--- src/rtl/prof_pkg.sv ---
package prof_pkg;

    localparam int unsigned RATE_W  = 6;
    localparam int unsigned SCALE_W = 8;
    localparam int unsigned CTRL_W  = 24;

    typedef enum logic [1:0] {
        MODE_TONE = 2'd0,
        MODE_QUAD = 2'd1,
        MODE_IDAC = 2'd2,
        MODE_RSVD = 2'd3
    } op_mode_e;

    typedef struct packed {
        logic               inv;
        logic               icb;
        logic [RATE_W-1:0]  rate;
        logic [SCALE_W-1:0] scale;
    } bank_ctrl_t;

    localparam bank_ctrl_t CTRL_RST = '{inv: 1'b0, icb: 1'b0,
                                        rate: RATE_W'(1), scale: SCALE_W'(8'h80)};

    function automatic bank_ctrl_t unpack_ctrl(input logic [CTRL_W-1:0] w);
        bank_ctrl_t c;
        c.inv   = w[0];
        c.icb   = w[1];
        c.rate  = w[8 +: RATE_W];
        c.scale = w[16 +: SCALE_W];
        return c;
    endfunction

    function automatic logic uses_pdclk(input op_mode_e m);
        return (m == MODE_QUAD) || (m == MODE_IDAC);
    endfunction

endpackage

--- src/rtl/prof_sync.sv ---
module prof_sync #(
    parameter int unsigned W      = 2,
    parameter int unsigned STAGES = 2
) (
    input  logic         clk_i,
    input  logic         rst_ni,
    input  logic         en_i,
    input  logic [W-1:0] d_i,
    output logic [W-1:0] q_o
);

    logic [W-1:0] st_d [STAGES];
    logic [W-1:0] st_q [STAGES];

    always_comb begin
        for (int i = 0; i < STAGES; i++) begin
            st_d[i] = st_q[i];
        end
        if (en_i) begin
            st_d[0] = d_i;
            for (int i = 1; i < STAGES; i++) begin
                st_d[i] = st_q[i-1];
            end
        end
    end

    always_ff @(posedge clk_i) begin
        if (!rst_ni) begin
            for (int i = 0; i < STAGES; i++) begin
                st_q[i] <= '0;
            end
        end else begin
            for (int i = 0; i < STAGES; i++) begin
                st_q[i] <= st_d[i];
            end
        end
    end

    assign q_o = st_q[STAGES-1];

endmodule

--- src/rtl/prof_bank_file.sv ---
module prof_bank_file
    import prof_pkg::*;
#(
    parameter int unsigned FTW_W = 32,
    parameter int unsigned NBANK = 4,
    parameter int unsigned WR_W  = 32,
    localparam int unsigned SEL_W = $clog2(NBANK)
) (
    input  logic                          clk_i,
    input  logic                          rst_ni,
    input  logic                          wr_en_i,
    input  logic [SEL_W-1:0]              wr_bank_i,
    input  logic                          wr_addr_i,
    input  logic [WR_W-1:0]               wr_data_i,
    output logic [NBANK-1:0][FTW_W-1:0]   ftw_o,
    output bank_ctrl_t [NBANK-1:0]        ctrl_o
);

    typedef struct packed {
        logic [FTW_W-1:0] ftw;
        bank_ctrl_t       ctrl;
    } bank_t;

    for (genvar g = 0; g < NBANK; g++) begin : g_bank
        bank_t bank_d, bank_q;
        logic  hit;

        assign hit = wr_en_i && (wr_bank_i == SEL_W'(g));

        always_comb begin
            bank_d = bank_q;
            if (hit && !wr_addr_i) begin
                bank_d.ftw = wr_data_i[FTW_W-1:0];
            end
            if (hit && wr_addr_i) begin
                bank_d.ctrl = unpack_ctrl(wr_data_i[CTRL_W-1:0]);
            end
        end

        always_ff @(posedge clk_i) begin
            if (!rst_ni) begin
                bank_q.ftw  <= '0;
                bank_q.ctrl <= CTRL_RST;
            end else begin
                bank_q <= bank_d;
            end
        end

        assign ftw_o[g]  = bank_q.ftw;
        assign ctrl_o[g] = bank_q.ctrl;
    end

endmodule

--- src/rtl/prof_select_top.sv ---
module prof_select_top
    import prof_pkg::*;
#(
    parameter int unsigned FTW_W       = 32,
    parameter int unsigned NBANK       = 4,
    parameter int unsigned SYNC_STAGES = 2,
    localparam int unsigned SEL_W = $clog2(NBANK),
    localparam int unsigned WR_W  = (FTW_W > CTRL_W) ? FTW_W : CTRL_W
) (
    input  logic               clk_i,
    input  logic               rst_ni,
    input  logic [1:0]         mode_i,
    input  logic               pdclk_en_i,
    input  logic [SEL_W-1:0]   ps_i,
    input  logic               wr_en_i,
    input  logic [SEL_W-1:0]   wr_bank_i,
    input  logic               wr_addr_i,
    input  logic [WR_W-1:0]    wr_data_i,
    output logic [SEL_W-1:0]   active_o,
    output logic [FTW_W-1:0]   ftw_o,
    output logic               spec_inv_o,
    output logic               inv_cic_byp_o,
    output logic               cic_byp_o,
    output logic [RATE_W-1:0]  cic_rate_o,
    output logic [SCALE_W-1:0] scale_o
);

    typedef struct packed {
        logic [SEL_W-1:0] idx;
    } sel_state_t;

    op_mode_e                   mode;
    logic                       samp_en;
    logic [SEL_W-1:0]           ps_sync;
    logic [NBANK-1:0][FTW_W-1:0] ftw_all;
    bank_ctrl_t [NBANK-1:0]     ctrl_all;
    bank_ctrl_t                 act_ctrl;
    sel_state_t                 st_d, st_q;

    assign mode    = op_mode_e'(mode_i);
    assign samp_en = uses_pdclk(mode) ? pdclk_en_i : 1'b1;

    prof_sync #(
        .W      (SEL_W),
        .STAGES (SYNC_STAGES)
    ) u_sync (
        .clk_i  (clk_i),
        .rst_ni (rst_ni),
        .en_i   (samp_en),
        .d_i    (ps_i),
        .q_o    (ps_sync)
    );

    prof_bank_file #(
        .FTW_W (FTW_W),
        .NBANK (NBANK),
        .WR_W  (WR_W)
    ) u_banks (
        .clk_i     (clk_i),
        .rst_ni    (rst_ni),
        .wr_en_i   (wr_en_i),
        .wr_bank_i (wr_bank_i),
        .wr_addr_i (wr_addr_i),
        .wr_data_i (wr_data_i),
        .ftw_o     (ftw_all),
        .ctrl_o    (ctrl_all)
    );

    always_comb begin
        st_d = st_q;
        if (samp_en) begin
            st_d.idx = ps_sync;
        end
    end

    always_ff @(posedge clk_i) begin
        if (!rst_ni) begin
            st_q <= '0;
        end else begin
            st_q <= st_d;
        end
    end

    assign act_ctrl      = ctrl_all[st_q.idx];
    assign active_o      = st_q.idx;
    assign ftw_o         = ftw_all[st_q.idx];
    assign spec_inv_o    = act_ctrl.inv && (mode == MODE_QUAD);
    assign inv_cic_byp_o = act_ctrl.icb;
    assign cic_rate_o    = act_ctrl.rate;
    assign cic_byp_o     = (act_ctrl.rate == '0);
    assign scale_o       = act_ctrl.scale;

endmodule

--- config.mk ---
export PLATFORM = sky130hd
export DESIGN_NAME = prof_select_top
export DESIGN_NICKNAME = d
export VERILOG_FILES = /design/src/rtl/prof_pkg.sv /design/src/rtl/prof_sync.sv /design/src/rtl/prof_bank_file.sv /design/src/rtl/prof_select_top.sv
export SDC_FILE = /design/constraint.sdc
export NUM_CORES = 1
export LEC_CHECK = 0
export ABC_AREA = 1
export BUFFER_PORTS_ARGS = -buffer_cell sky130_fd_sc_hd__buf_2
export CORE_MARGIN = 5
export CORE_UTILIZATION = 40
export DETAILED_ROUTE_END_ITERATION = 10
export REMOVE_ABC_BUFFERS = 1
export SETUP_SLACK_MARGIN = 0.15
export SLEW_MARGIN = 10
export SYNTH_ARGS = -nofsm -noshare
export SYNTH_HDL_FRONTEND = slang
export SYNTH_HIERARCHICAL = 1
export SYNTH_SLANG_ARGS = --single-unit
--- constraint.sdc ---
create_clock -name clk_i -period 1.5 [get_ports clk_i]
set_clock_uncertainty 0.15 [all_clocks]
set_input_delay 0.15 -clock clk_i [delete_from_list [all_inputs] [get_ports clk_i]]
set_output_delay 0.15 -clock clk_i [all_outputs]
set_load 0.02 [all_outputs]
# After elaboration in Yosys (flattened, before gate mapping)
# Memories as Yosys holds them, arrays and structs flattened.
# Index checks and enable logic that the tools add are counted.
# op_classes
magnitude_cmp	1
eq_ne	5
mux	10
bitwise_logic	2
n_reduce_logical	17
# ops
op	n
$bmux W32 S2	1
$bmux W16 S2	1
$mux W32	1
$mux W16	1
$logic_and A1 B1 Y1	13
$eq A2 B2 Y1 const B	3
$logic_not A6 Y1	1
$eq A2 B1 Y1 const B	2
$mux W2	2
$mux W4	1
$lt A2 B3 Y1 const B	1
$mux W1	3
$logic_not A2 Y1	1
$or A1 B1 Y1	2
$logic_not A1 Y1	1
$logic_or A1 B1 Y1	1
# totals
ff_bits	194
ram_bits	4
in_bits	43
output_inout_bits	51
word_cells	57
mem_count	1
# memory_table
memory	depth	word_bits	rd	rd_clocked_by_memory_dff	wr	line	rtl
u_sync.st_q	2	2	2	0	2	prof_sync.sv:13	logic [W-1:0] st_q [STAGES];

# Logic depth before layout (Yosys ltp)
# Gate-level depths: netlist (run 1).
# logic_depth
depth_word	5
mapped_depth	10

# By module
# The synthesis (run 1) kept the hierarchy.
# modules_own_cells
mod	n_inst	cells_per_inst	area_per_inst_um2	seq_area_each_um2
prof_bank_file	1	1165	7753.7	3843.7
prof_select_top	1	309	1517.7	40.0
prof_sync	1	27	181.4	80.1

# Least setup slack after synthesis (run 1)
# Ideal clock, no wire load.
# synth_timing
kind	register -> output
from	reg, netlist name active_o[0]
to	out spec_inv_o
arrival_ps	1425
t_required_ps	1200
slack_ps	-225
stages_incl_launch_ff	7
n_path_buf	2
path_cell_list	dfxtp_1 > buf_6 > buf_4 > nor2_1 > nor2_1 > o21ai_0 > a21boi_0
# synth_between
elab_chain_len	3
# synth_rtl
element	line	rtl
$bmux W16 S2	prof_select_top.sv:84	assign act_ctrl = ctrl_all[st_q.idx];
$mux W16 (not written as such)	prof_select_top.sv:84	
$logic_and A1 B1 Y1	prof_select_top.sv:87	assign spec_inv_o = act_ctrl.inv && (mode == MODE_QUAD);
end: declaration	prof_select_top.sv:21	output logic spec_inv_o,
# No other way between the ends. The select of a mux whose other input is x is not followed.

# Final worst setup path (run 1)
# layout_timing
from	reg, netlist name active_o[0]
to	out scale_o[2]
# layout_between
elab_chain_len	2
# layout_rtl
element	line	rtl
$bmux W16 S2	prof_select_top.sv:84	
$mux W16 (not written as such)	prof_select_top.sv:84	
end: declaration	prof_select_top.sv:25	output logic [SCALE_W-1:0] scale_o
# No other way between the ends. The select of a mux whose other input is x is not followed.

==> qor.yml, run 1 <==
floorplan:
  die-area_um2: 26800
  num_io_pins: 94
  core_area_um2: 23400
  fp.dieW_um: 164
  start_util_pct: 40.4
  num_rows: 56
  die_y_um: 164
pwr:
  irDropWorstVdd_uv: 688
  power_density_nw_per_um2: 1060
  p_leak_nw: 5.95
  p_total_mw: 13.3
critical_path:
  path_max_fanout: 11
  worstRegToRegCells: 4
  reg2reg_slack_ns: 0.37
  r2r-end: "active_o[0]$_SDFFE_PN0P_"
  criticalPathCategory: "reg -> out"
  reg2reg_from: "active_o[0]$_SDFFE_PN0P_"
  worstPathArrival_ns: 1.70
  end_kind: "output pin"
  cp_data_required_time_ns: 1.20
  crit_path_start_kind: "register"
clock_tree:
  clkLatencyLatePin_ns: 0.44
  cts-root-buf: "clkbuf_16"
  tritoncts: "done"
  cts.path.max_buffers: 2
  htreeDepth: 4
  clkTransAtPathRegs_ns: 0.07
  cts_inserted_buffers: 17
  clock_sinks: 198
grt:
  grt_first_pass_wirelength_um: 44500
  grt-ovfl-total: 0
  antenna_found_initial: 2
  grt_max_degree: 55
  grt_pass1_vias: 8666
  track_usage_pct: 20.5
worst_hold_path:
  hp-class: "in -> reg"
  hp-start: "mode_i[0]"
  whs_path_depth: 4
  min_to: "active_o[1]$_SDFFE_PN0P_"
sta:
  slew_headroom_pct: 71.6
  slew_viol_final: 0
  final.min_clock_period_ns: 2.00
  finalSetupTns_ns: -21.61
  fmax_mhz: 499
  finalCritPeriodShare_pct: 134
  worst_slew_pin_slew_ns: 0.426
  hold_viol_final: 0
  fin_ws_ns: -0.503
  finalSetupViolations: 51
  rsz0062_at_grt: "true"
drt:
  via_per_inst: 4.79
  drtIter0Drc: 759
  dr.pass1.iters: 5
  totalWireLength_um: 28100
  avgRoutedWirePerCell_um: 14.3
  post-route-drc-count: 0
  vias: 9423
  antenna_left: 0
final_layout:
  antenna-diode-count: 0
  stdcell_count: 1966
  final_net_count: 1678
  drive_gt1_share_pct: 17.9
  syn_to_final_growth_pct: 32.8
status:
  violations: "setup timing"
  status: "finished, violations left"
synthesis:
  synth_area_leader_cell: "dfxtp_1"
  synth-seq-area-share_pct: 41.9
  ys.flop_type: "dfxtp_1"
  netlist.area_leader.share_pct: 41.9
  synth-async-reset-ratio_pct: 0
  avgSynthCellArea_um2: 6.30
  ys_ff_latch: 198
  ys_warn_count: 6
  synth_enable_flop_cells: 0
  syn_inst: 1501
  synthTopCellsByArea: "dfxtp_1, nor2_1, nand2_1, inv_1, o21ai_0"
  syn_area_um2: 9450
  synth_cell_types: 24
placement:
  routabilityCongestion: 0.776
  port_buffers: 93
  hpwlAfterDp_um: 17000
  dp_cells: 1877
  pre_cts_ws_ns: -0.166
run:
  drv_cap: 0
-- cell type report --
| type | count | area, µm² |
|---|---|---|
| clock buffer | 22 | 484 |
| clock inverter | 10 | 166 |
| fill | 2321 | 10800 |
| inverter | 139 | 559 |
| multi-input combinational | 1056 | 4740 |
| sequential | 198 | 3970 |
| tap | 319 | 399 |
| timing repair buffer | 219 | 2200 |
| timing repair inverter | 3 | 36.3 |
-- layer usage --
layer	vias up	share of wire (%)	global-route usage, %
met5	-	0.089	0
met4	4	1.4	5.03
met3	38	4.3	3.44
met2	200	46	33.2
met1	4256	48	28.5
li1	4925	-	-
-- cell usage after synthesis (2+ instances only) --
library cell,n
nor2_1,425
buf_2,40
inv_1,136
nand2_2,3
dfxtp_1,198
nand2_1,354
a21oi_1,34
nand4_1,36
buf_1,8
buf_4,10
nand3_1,68
o21ai_1,11
inv_2,2
o21ai_0,77
o22ai_1,41
nor2_2,2
clkbuf_1,45
buf_6,5
-- sequential cells by signal, indices dropped and copies added, names as in the netlist --
register,cells
active_o,2
u_banks/ftw_o,128
u_banks/ctrl_o,64
u_sync/st_q,4
-- placed cells by master, fill, tap and decap left out, drive strengths merged --
master         n
nor2         428
nand3         69
ha             1
nand2        357
clkbuf        25
nand4         36
bufinv         4
a21boi         1
clkinv         6
buf          179
nor3           1
a21oi         34
dlygate4sd3   37
o21ai         88
inv          142
dfxtp        198
o22ai         41
-- per-stage QoR --
step	hold slack (ns)	cell area (µm²)	util, %
floorplan	0.0841	8920	-
CTS	0.0402	12100	51.8
detailed placement	0.243	10600	45.5
finish	0.0490	12600	53.6
global placement	0.235	10600	45.5
global route	0.0733	12600	53.6
-- cells by family after synthesis --
kind of cell / Yosys count / synth area share, %
DFF: 198 / 41.9
adders and majority gates: 1 / 0.132
buffers and inverters: 247 / 11.2
and+or+nand+nor: 891 / 37.5
AOI/OAI and AO/OA: 164 / 9.25
-- worst max-delay path, cell delays in order (launching register included) --
cell and delay, ns:
dfxtp_4 0.37, buf_12 0.16, inv_12 0.09, buf_12 0.13, buf_4 0.12, nor2_1 0.04, o22ai_1 0.17, buf_4 0.17
-- where the power goes --
group	total [mW]	switching, mW	leakage [nW]	internal (mW)
clock	5.06	2.07	0.321	2.99
sequential	5.57	0.116	1.61	5.45
combinational	2.70	1.53	4.02	1.17
total	13.3	3.72	5.95	9.61
-- what timing repair did --
item	4_1_cts	5_1_grt
setup buffers	3	11
gates cloned	3	3
gates resized for setup	146	97
pin swaps	9	14
endpoints found under the hold margin	141	0
endpoints found under the setup margin	51	58
hold buffers	37	0
-- worst max-delay path by stage --
stage	from	end	slack, ns
after floorplan	active_o[0]$_SDFFE_PN0P_	cic_byp_o	-2.13
after global routing	active_o[0]$_SDFFE_PN0P_	cic_byp_o	-0.59
after CTS	active_o[0]$_SDFFE_PN0P_	scale_o[2]	-0.52
after global placement	active_o[0]$_SDFFE_PN0P_	ftw_o[2]	-0.13
after detailed placement	active_o[0]$_SDFFE_PN0P_	scale_o[2]	-0.17
final	active_o[0]$_SDFFE_PN0P_	scale_o[2]	-0.50
Note: power is estimated with default switching activity, not from simulation.
==> inputs of run 2 (changes only) <==
- GPL_TIMING_DRIVEN: default -> 0
==> run 2 against run 1 <==
Compared with the run above: the flow finishes with violations (hold timing, setup timing); non-clock buffer count fell by 27; setup slack lost 0.11 ns; final area is 1.8% lower; register-to-register slack got worse by 0.03 ns; sequential cell count did not move; clock power is 4% lower; largest power group unchanged; die area unchanged; hold slack lost 0.063 ns; cell count is 1.0% lower; utilization shrank 0.95 points; critical path depth is 3 higher; maximum frequency is 5.1% lower.
==> qor.yml, run 2 (synthesis results as in run 1) <==
clock_tree:
  htreeDepth: 4  # unchanged
  cts_inserted_buffers: 17  # unchanged
  clock_sinks: 198  # unchanged
  clkLatencyLatePin_ns: 0.44  # about the same
  cts.path.max_buffers: 2  # unchanged
  clkTransAtPathRegs_ns: 0.07  # about the same
  cts-root-buf: "clkbuf_16"
  tritoncts: "done"
grt:
  grt_first_pass_wirelength_um: 47100  # +5.8%
  antenna_found_initial: 1  # -1
  track_usage_pct: 22.6  # +2.1 points
  grt_max_degree: 121  # +120%
  grt_pass1_vias: 8581  # -0.98%
  grt-ovfl-total: 0  # unchanged
pwr:
  p_leak_nw: 5.86  # -1.5%
  power_density_nw_per_um2: 1060  # about the same
  combPwrFrac_pct: 20.4  # about the same
  sw_frac_of_total_pct: 29.3  # +1.4 points
  p_seq_share_pct: 42.4  # +0.6 points
  pwr-share-clk_pct: 37.2  # -0.8 points
  p_total_mw: 13.1  # -1.8%
  intPower_mw: 9.25  # -3.7%
  irDropWorstVdd_uv: 632  # -8.1%
  power_switching_mw: 3.84  # +3.3%
sta:
  worst_slew_pin_slew_ns: 0.799  # +0.372 ns
  finalSetupViolations: 51  # unchanged
  fmax_mhz: 474  # -5.1%
  slew_viol_final: 0  # unchanged
  fin_ws_ns: -0.610  # -0.107 ns
  hold_viol_final: 2  # +2
  finalCritPeriodShare_pct: 141  # +7.1 points
  worst_hold_slack_ns: -0.0138  # -0.0627 ns
  final.min_clock_period_ns: 2.11  # +0.107 ns
  rsz0062_at_grt: "true"
  slew_headroom_pct: 46.8  # -25 points
floorplan:
  num_rows: 56  # unchanged
  die-area_um2: 26800  # unchanged
  core_area_um2: 23400  # unchanged
  fp.dieW_um: 164  # unchanged
  num_io_pins: 94  # unchanged
  start_util_pct: 40.4  # unchanged
  die_y_um: 164  # unchanged
placement:
  hpwlAfterDp_um: 14600  # -14%
  pre_cts_ws_ns: -1.18  # -1.02 ns
  port_buffers: 93  # unchanged
  routabilityCongestion: 0.738  # -4.9%
  dpl_cell_area_um2: 10100  # -4.9%
final_layout:
  largest_reg_flops: 128  # unchanged
  fill_cells: 2354  # +1.4%
  final_net_count: 1658  # -1.2%
  multiInputGateArea_um2: 4760  # +0.42%
  fin_util_pct: 52.7  # -0.95 points
  ff_latch_area_um2: 3970  # unchanged
  layout_commonest_cell: "nor2_1"
  syn_to_final_growth_pct: 30.5
  antenna-diode-count: 0  # unchanged
  final_area_um2: 12300  # -1.8%
  final_cell_mix: "nor2_1, nand2_1, dfxtp_1"
  drive_gt1_share_pct: 16.7  # -1.3 points
critical_path:
  reg2reg_slack_ns: 0.34  # -0.03 ns
  max_stage_delay_ns: 0.38  # about the same
  criticalPathCategory: "reg -> out"
  crit_path_start_kind: "register"
  critical_path_depth: 10  # +3
  cp_data_required_time_ns: 1.20  # about the same
  worstRegToRegCells: 4  # unchanged
  worstPathArrival_ns: 1.81  # +0.11 ns
  cp-endpoint: "cic_byp_o"
  crit_top_cell: "nand2_2"
  end_kind: "output pin"
  crit_family: "buffers and inverters"
  cp-startpoint: "active_o[0]$_SDFFE_PN0P_"
  crit_slowest_cell: "dfxtp_4"
  critPathBufInv: 4  # -1
  reg2reg_from: "active_o[1]$_SDFFE_PN0P_"
  path_max_fanout: 7  # -4
  cp_cell_sequence: "buf_16, buf_12, nand2_4, nand3_2, nand2_2, nand2_1, inv_2, nand2_2, nor2_4, buf_6"
  r2r-end: "active_o[1]$_SDFFE_PN0P_"
status:
  status: "finished, violations left"
  violations: "hold timing, setup timing"
drt:
  dr.pass1.iters: 5  # unchanged
  vias: 9673  # +2.7%
  antenna_left: 0  # unchanged
  totalWireLength_um: 31200  # +11%
  drtIter0Drc: 763  # +0.53%
  avgRoutedWirePerCell_um: 16.0  # +12%
  via_per_inst: 4.97  # +3.7%
  post-route-drc-count: 0  # unchanged
run:
  drv_cap: 0  # unchanged
worst_hold_path:
  hp-class: "in -> reg"
  hp-start: "mode_i[0]"
[run 2: changes by cell type in the layout (fill, tap and decap cells not counted), moves of 10 or more]
| cell | before | now |
|---|---|---|
| o21ai_2 | 21 | 9 |
| buf_16 | 2 | 12 |
| o21ai_0 | 25 | 64 |
| o21ai_1 | 41 | 15 |
| nand2_1 | 342 | 332 |
| buf_2 | 41 | 59 |
| buf_6 | 31 | 20 |
| buf_4 | 74 | 45 |
| buf_12 | 27 | 9 |
[run 2: worst min path at each step]
stage | to | cells after the start | slack (ns)
floorplan | u_banks/ctrl_o[39]$_SDFFE_PN1P_ | 1 | 0.08
global placement | u_banks/ftw_o[30]$_SDFFE_PN0P_ | 3 | 0.24
detailed placement | u_banks/ftw_o[31]$_SDFFE_PN0P_ | 3 | 0.25
CTS | active_o[0]$_SDFFE_PN0P_ | 4 | 0.005
global route | active_o[0]$_SDFFE_PN0P_ | 4 | 0.02
finish | active_o[1]$_SDFFE_PN0P_ | 4 | -0.01
[run 2: worst reg2reg max path, cell delays in order (launching register included)]
cell     delay (ns)
dfxtp_4        0.42
buf_6          0.12
buf_12         0.18
inv_16         0.09
a21oi_1        0.12
[run 2: what timing repair did]
action | in CTS | in global routing
endpoints found under the setup margin | 238 | 104
cloned | 14 | 2
hold buffers | 37 | 0
gates resized for setup | 105 | 86
pin swaps | 29 | 24
endpoints found under the hold margin | 137 | 0
setup buffers | 34 | 10
[run 2: layout make-up]
class | count | share of cell area (%)
Clock buffer | 21 | 3.81
Timing Repair inverter | 7 | 0.933
Multi-Input combinational cell | 1059 | 38.6
Clock inverter | 11 | 1.20
Inverter | 139 | 4.64
Timing Repair Buffer | 192 | 15.4
Tap cell | 319 | 3.24
Sequential cell | 198 | 32.2
[run 2: power by group through the flow]
stage / combinational (mW) / sequential (mW) / clock, mW
6_report: 2.67 / 5.56 / 4.87
3_3_place_gp: 1.81 / 5.77 / 0
5_1_grt: 2.89 / 5.58 / 5.16
2_1_floorplan: 1.12 / 5.70 / 0
4_1_cts: 2.46 / 5.55 / 4.92
3_5_place_dp: 1.91 / 5.70 / 0
[run 2: routing by layer]
layer,wire [µm],track usage (%),vias to the layer above,share of wire (%)
met1,14100,31.1,4426,45
met3,2000,4.32,60,6.4
met5,13,0,-,0.042
met2,14300,35.9,299,46
li1,-,-,4886,-
met4,766,7.17,2,2.5
[run 2: stage by stage]
step	std cells	setup TNS (ns)
floorplan	1393	-184.52
global placement	1805	-670.11
detailed placement	1817	-194.22
CTS	1934	-26.43
global route	1946	-28.96
finish	1946	-26.08
==> inputs of run 3 (changes only) <==
- CTS_BUF_LIST: default -> sky130_fd_sc_hd__clkbuf_4 sky130_fd_sc_hd__clkbuf_8
- TNS_END_PERCENT: default -> 30
==> run 3 against run 2 <==
Compared with the run above: the flow still finishes with violations (hold timing, setup timing); setup slack worse by 0.032 ns; clock power fell by 23%; utilization decreased by 0.26 points; count of clock-buffer cells in the layout stayed put; global-route usage shrank 0.54 points; register-to-register slack improved by 0.05 ns; via count grew 0.19%; critical endpoint unchanged; largest cell class unchanged.
==> qor.yml, run 3 (synthesis results as in run 1) <==
clock_tree:
  cts.path.max_buffers: 2  # unchanged
  cts_inserted_buffers: 17  # unchanged
  clock_sinks: 198  # unchanged
  cts-root-buf: "clkbuf_8"
  tritoncts: "done"
  clkTransAtPathRegs_ns: 0.10  # +0.03 ns
  clkLatencyLatePin_ns: 0.47  # +0.03 ns
  htreeDepth: 4  # unchanged
grt:
  grt_first_pass_wirelength_um: 46100  # -2.1%
  grt_util_met3_pct: 3.81  # -0.50 points
  grt-ovfl-total: 0  # unchanged
  grt-busiest-layer: "met2"
  antenna_found_initial: 1  # unchanged
  use_met1_pct: 31.0  # -0.084 points
  track_usage_pct: 22.0  # -0.54 points
  grt_pass1_vias: 8347  # -2.7%
  use_met2_pct: 35.1  # -0.75 points
  grt_max_degree: 121  # unchanged
drt:
  drtIter0Drc: 745  # -2.4%
  dr.pass1.iters: 5  # unchanged
  totalWireLength_um: 31500  # +1.0%
  vias: 9691  # +0.19%
  post-route-drc-count: 0  # unchanged
  avgRoutedWirePerCell_um: 16.2  # +1.3%
  antenna_left: 0  # unchanged
  via_per_inst: 4.99  # +0.44%
sta:
  fin_ws_ns: -0.642  # -0.0317 ns
  worst_slew_pin_slew_ns: 0.860  # +0.0613 ns
  finalSetupViolations: 52  # +2.0%
  fmax_mhz: 467  # -1.5%
  final.min_clock_period_ns: 2.14  # +0.0317 ns
  worst_hold_slack_ns: -0.0257  # -0.0119 ns
  hold_viol_final: 2  # unchanged
  finalCritPeriodShare_pct: 143  # +2.1 points
  slew_viol_final: 0  # unchanged
  slew_headroom_pct: 42.6  # -4.2 points
  rsz0062_at_grt: "true"
critical_path:
  reg2reg_from: "active_o[0]$_SDFFE_PN0P_"
  cp_data_required_time_ns: 1.20  # about the same
  criticalPathCategory: "reg -> out"
  worstPathArrival_ns: 1.84  # +0.03 ns
  max_stage_delay_ns: 0.38  # about the same
  crit_family: "buffers and inverters"
  cp-startpoint: "active_o[0]$_SDFFE_PN0P_"
  crit_slowest_cell: "dfxtp_4"
  path_max_fanout: 8  # +1
  end_kind: "output pin"
  crit_path_start_kind: "register"
  critPathBufInv: 4  # unchanged
  cp_cell_sequence: "buf_4, buf_12, buf_16, o21ai_4, nand3_2, nor2_4, buf_6"
final_layout:
  layout_commonest_cell: "nor2_1"
  syn_to_final_growth_pct: 29.8
  fill_cells: 2365  # +0.47%
  final_net_count: 1653  # -0.30%
  final_cell_mix: "nor2_1, nand2_1, dfxtp_1"
  ff_latch_area_um2: 3970  # unchanged
  largest_reg_flops: 128  # unchanged
  multiInputGateArea_um2: 4780  # +0.55%
  drive_gt1_share_pct: 16.6  # about the same
  fin_util_pct: 52.4  # -0.26 points
  antenna-diode-count: 0  # unchanged
  stdcell_count: 1941  # -0.26%
placement:
  port_buffers: 93  # unchanged
  hpwlAfterDp_um: 14600  # unchanged
  routabilityCongestion: 0.738  # unchanged
  dp_cells: 1817  # unchanged
  pre_cts_ws_ns: -1.18  # unchanged
floorplan:
  num_io_pins: 94  # unchanged
  die_y_um: 164  # unchanged
  num_rows: 56  # unchanged
  core_area_um2: 23400  # unchanged
  die-area_um2: 26800  # unchanged
  fp.dieW_um: 164  # unchanged
  start_util_pct: 40.4  # unchanged
status:
  violations: "hold timing, setup timing"
  status: "finished, violations left"
pwr:
  p_leak_nw: 5.76  # -1.7%
  power_density_nw_per_um2: 985  # -7.2%
  p_total_mw: 12.1  # -7.6%
  irDropWorstVdd_uv: 449  # -29%
worst_hold_path:
  hp-start: "mode_i[0]"
  hp-class: "in -> reg"
run:
  drv_cap: 0  # unchanged
## run 3: through the flow
stage / setup TNS, ns / instance area [µm²]
6_report: -27.07 / 12300
5_1_grt: -31.51 / 12300
4_1_cts: -29.92 / 11700
3_5_place_dp: -194.22 / 10100
3_3_place_gp: -670.11 / 9790
2_1_floorplan: -184.52 / 8920
## run 3: path summary, 6_finish.rpt
path	cells after the start	slack (ns)	end
worst max-delay path	7	-0.64	cic_byp_o
worst min register to register	2	0.33	u_sync/st_q[0][0]$_SDFFE_PN0P_
worst max register to register	3	0.39	active_o[0]$_SDFFE_PN0P_
worst min-delay path	4	-0.03	active_o[0]$_SDFFE_PN0P_
## run 3: final cells by class
type | count | area share, %
Clock buffer | 21 | 2.30
Clock inverter | 11 | 1.20
Inverter | 139 | 4.70
Multi-Input combinational cell | 1058 | 39.0
Sequential cell | 198 | 32.4
Tap cell | 319 | 3.25
Timing Repair Buffer | 187 | 16.1
Timing Repair inverter | 8 | 1.11
## run 3: report_power, final
part | internal [mW] | switching [mW]
combinational | 1.13 | 1.66
sequential | 5.45 | 0.107
clock | 1.80 | 1.95
total | 8.38 | 3.71
## run 3: per-layer routing
layer / vias up / wire length [µm]
met5: - / 13
met4: 2 / 442
met3: 36 / 2250
met2: 312 / 14600
met1: 4463 / 14200
li1: 4878 / -
## run 3: worst reg2reg max path, stage by stage, from the launching register on
cell and delay, ns:
dfxtp_4 0.38, buf_16 0.17, inv_8 0.21, a21oi_1 0.10
## run 3: timing repair
| action | CTS | global route |
|---|---|---|
| buffers inserted | 25 | 5 |
| gates cloned | 12 | 7 |
| hold buffers | 38 | 5 |
| gates resized for setup | 90 | 128 |
| setup endpoints to repair | 238 | 115 |
| pin swaps | 14 | 15 |
| hold endpoints to repair | 196 | 27 |
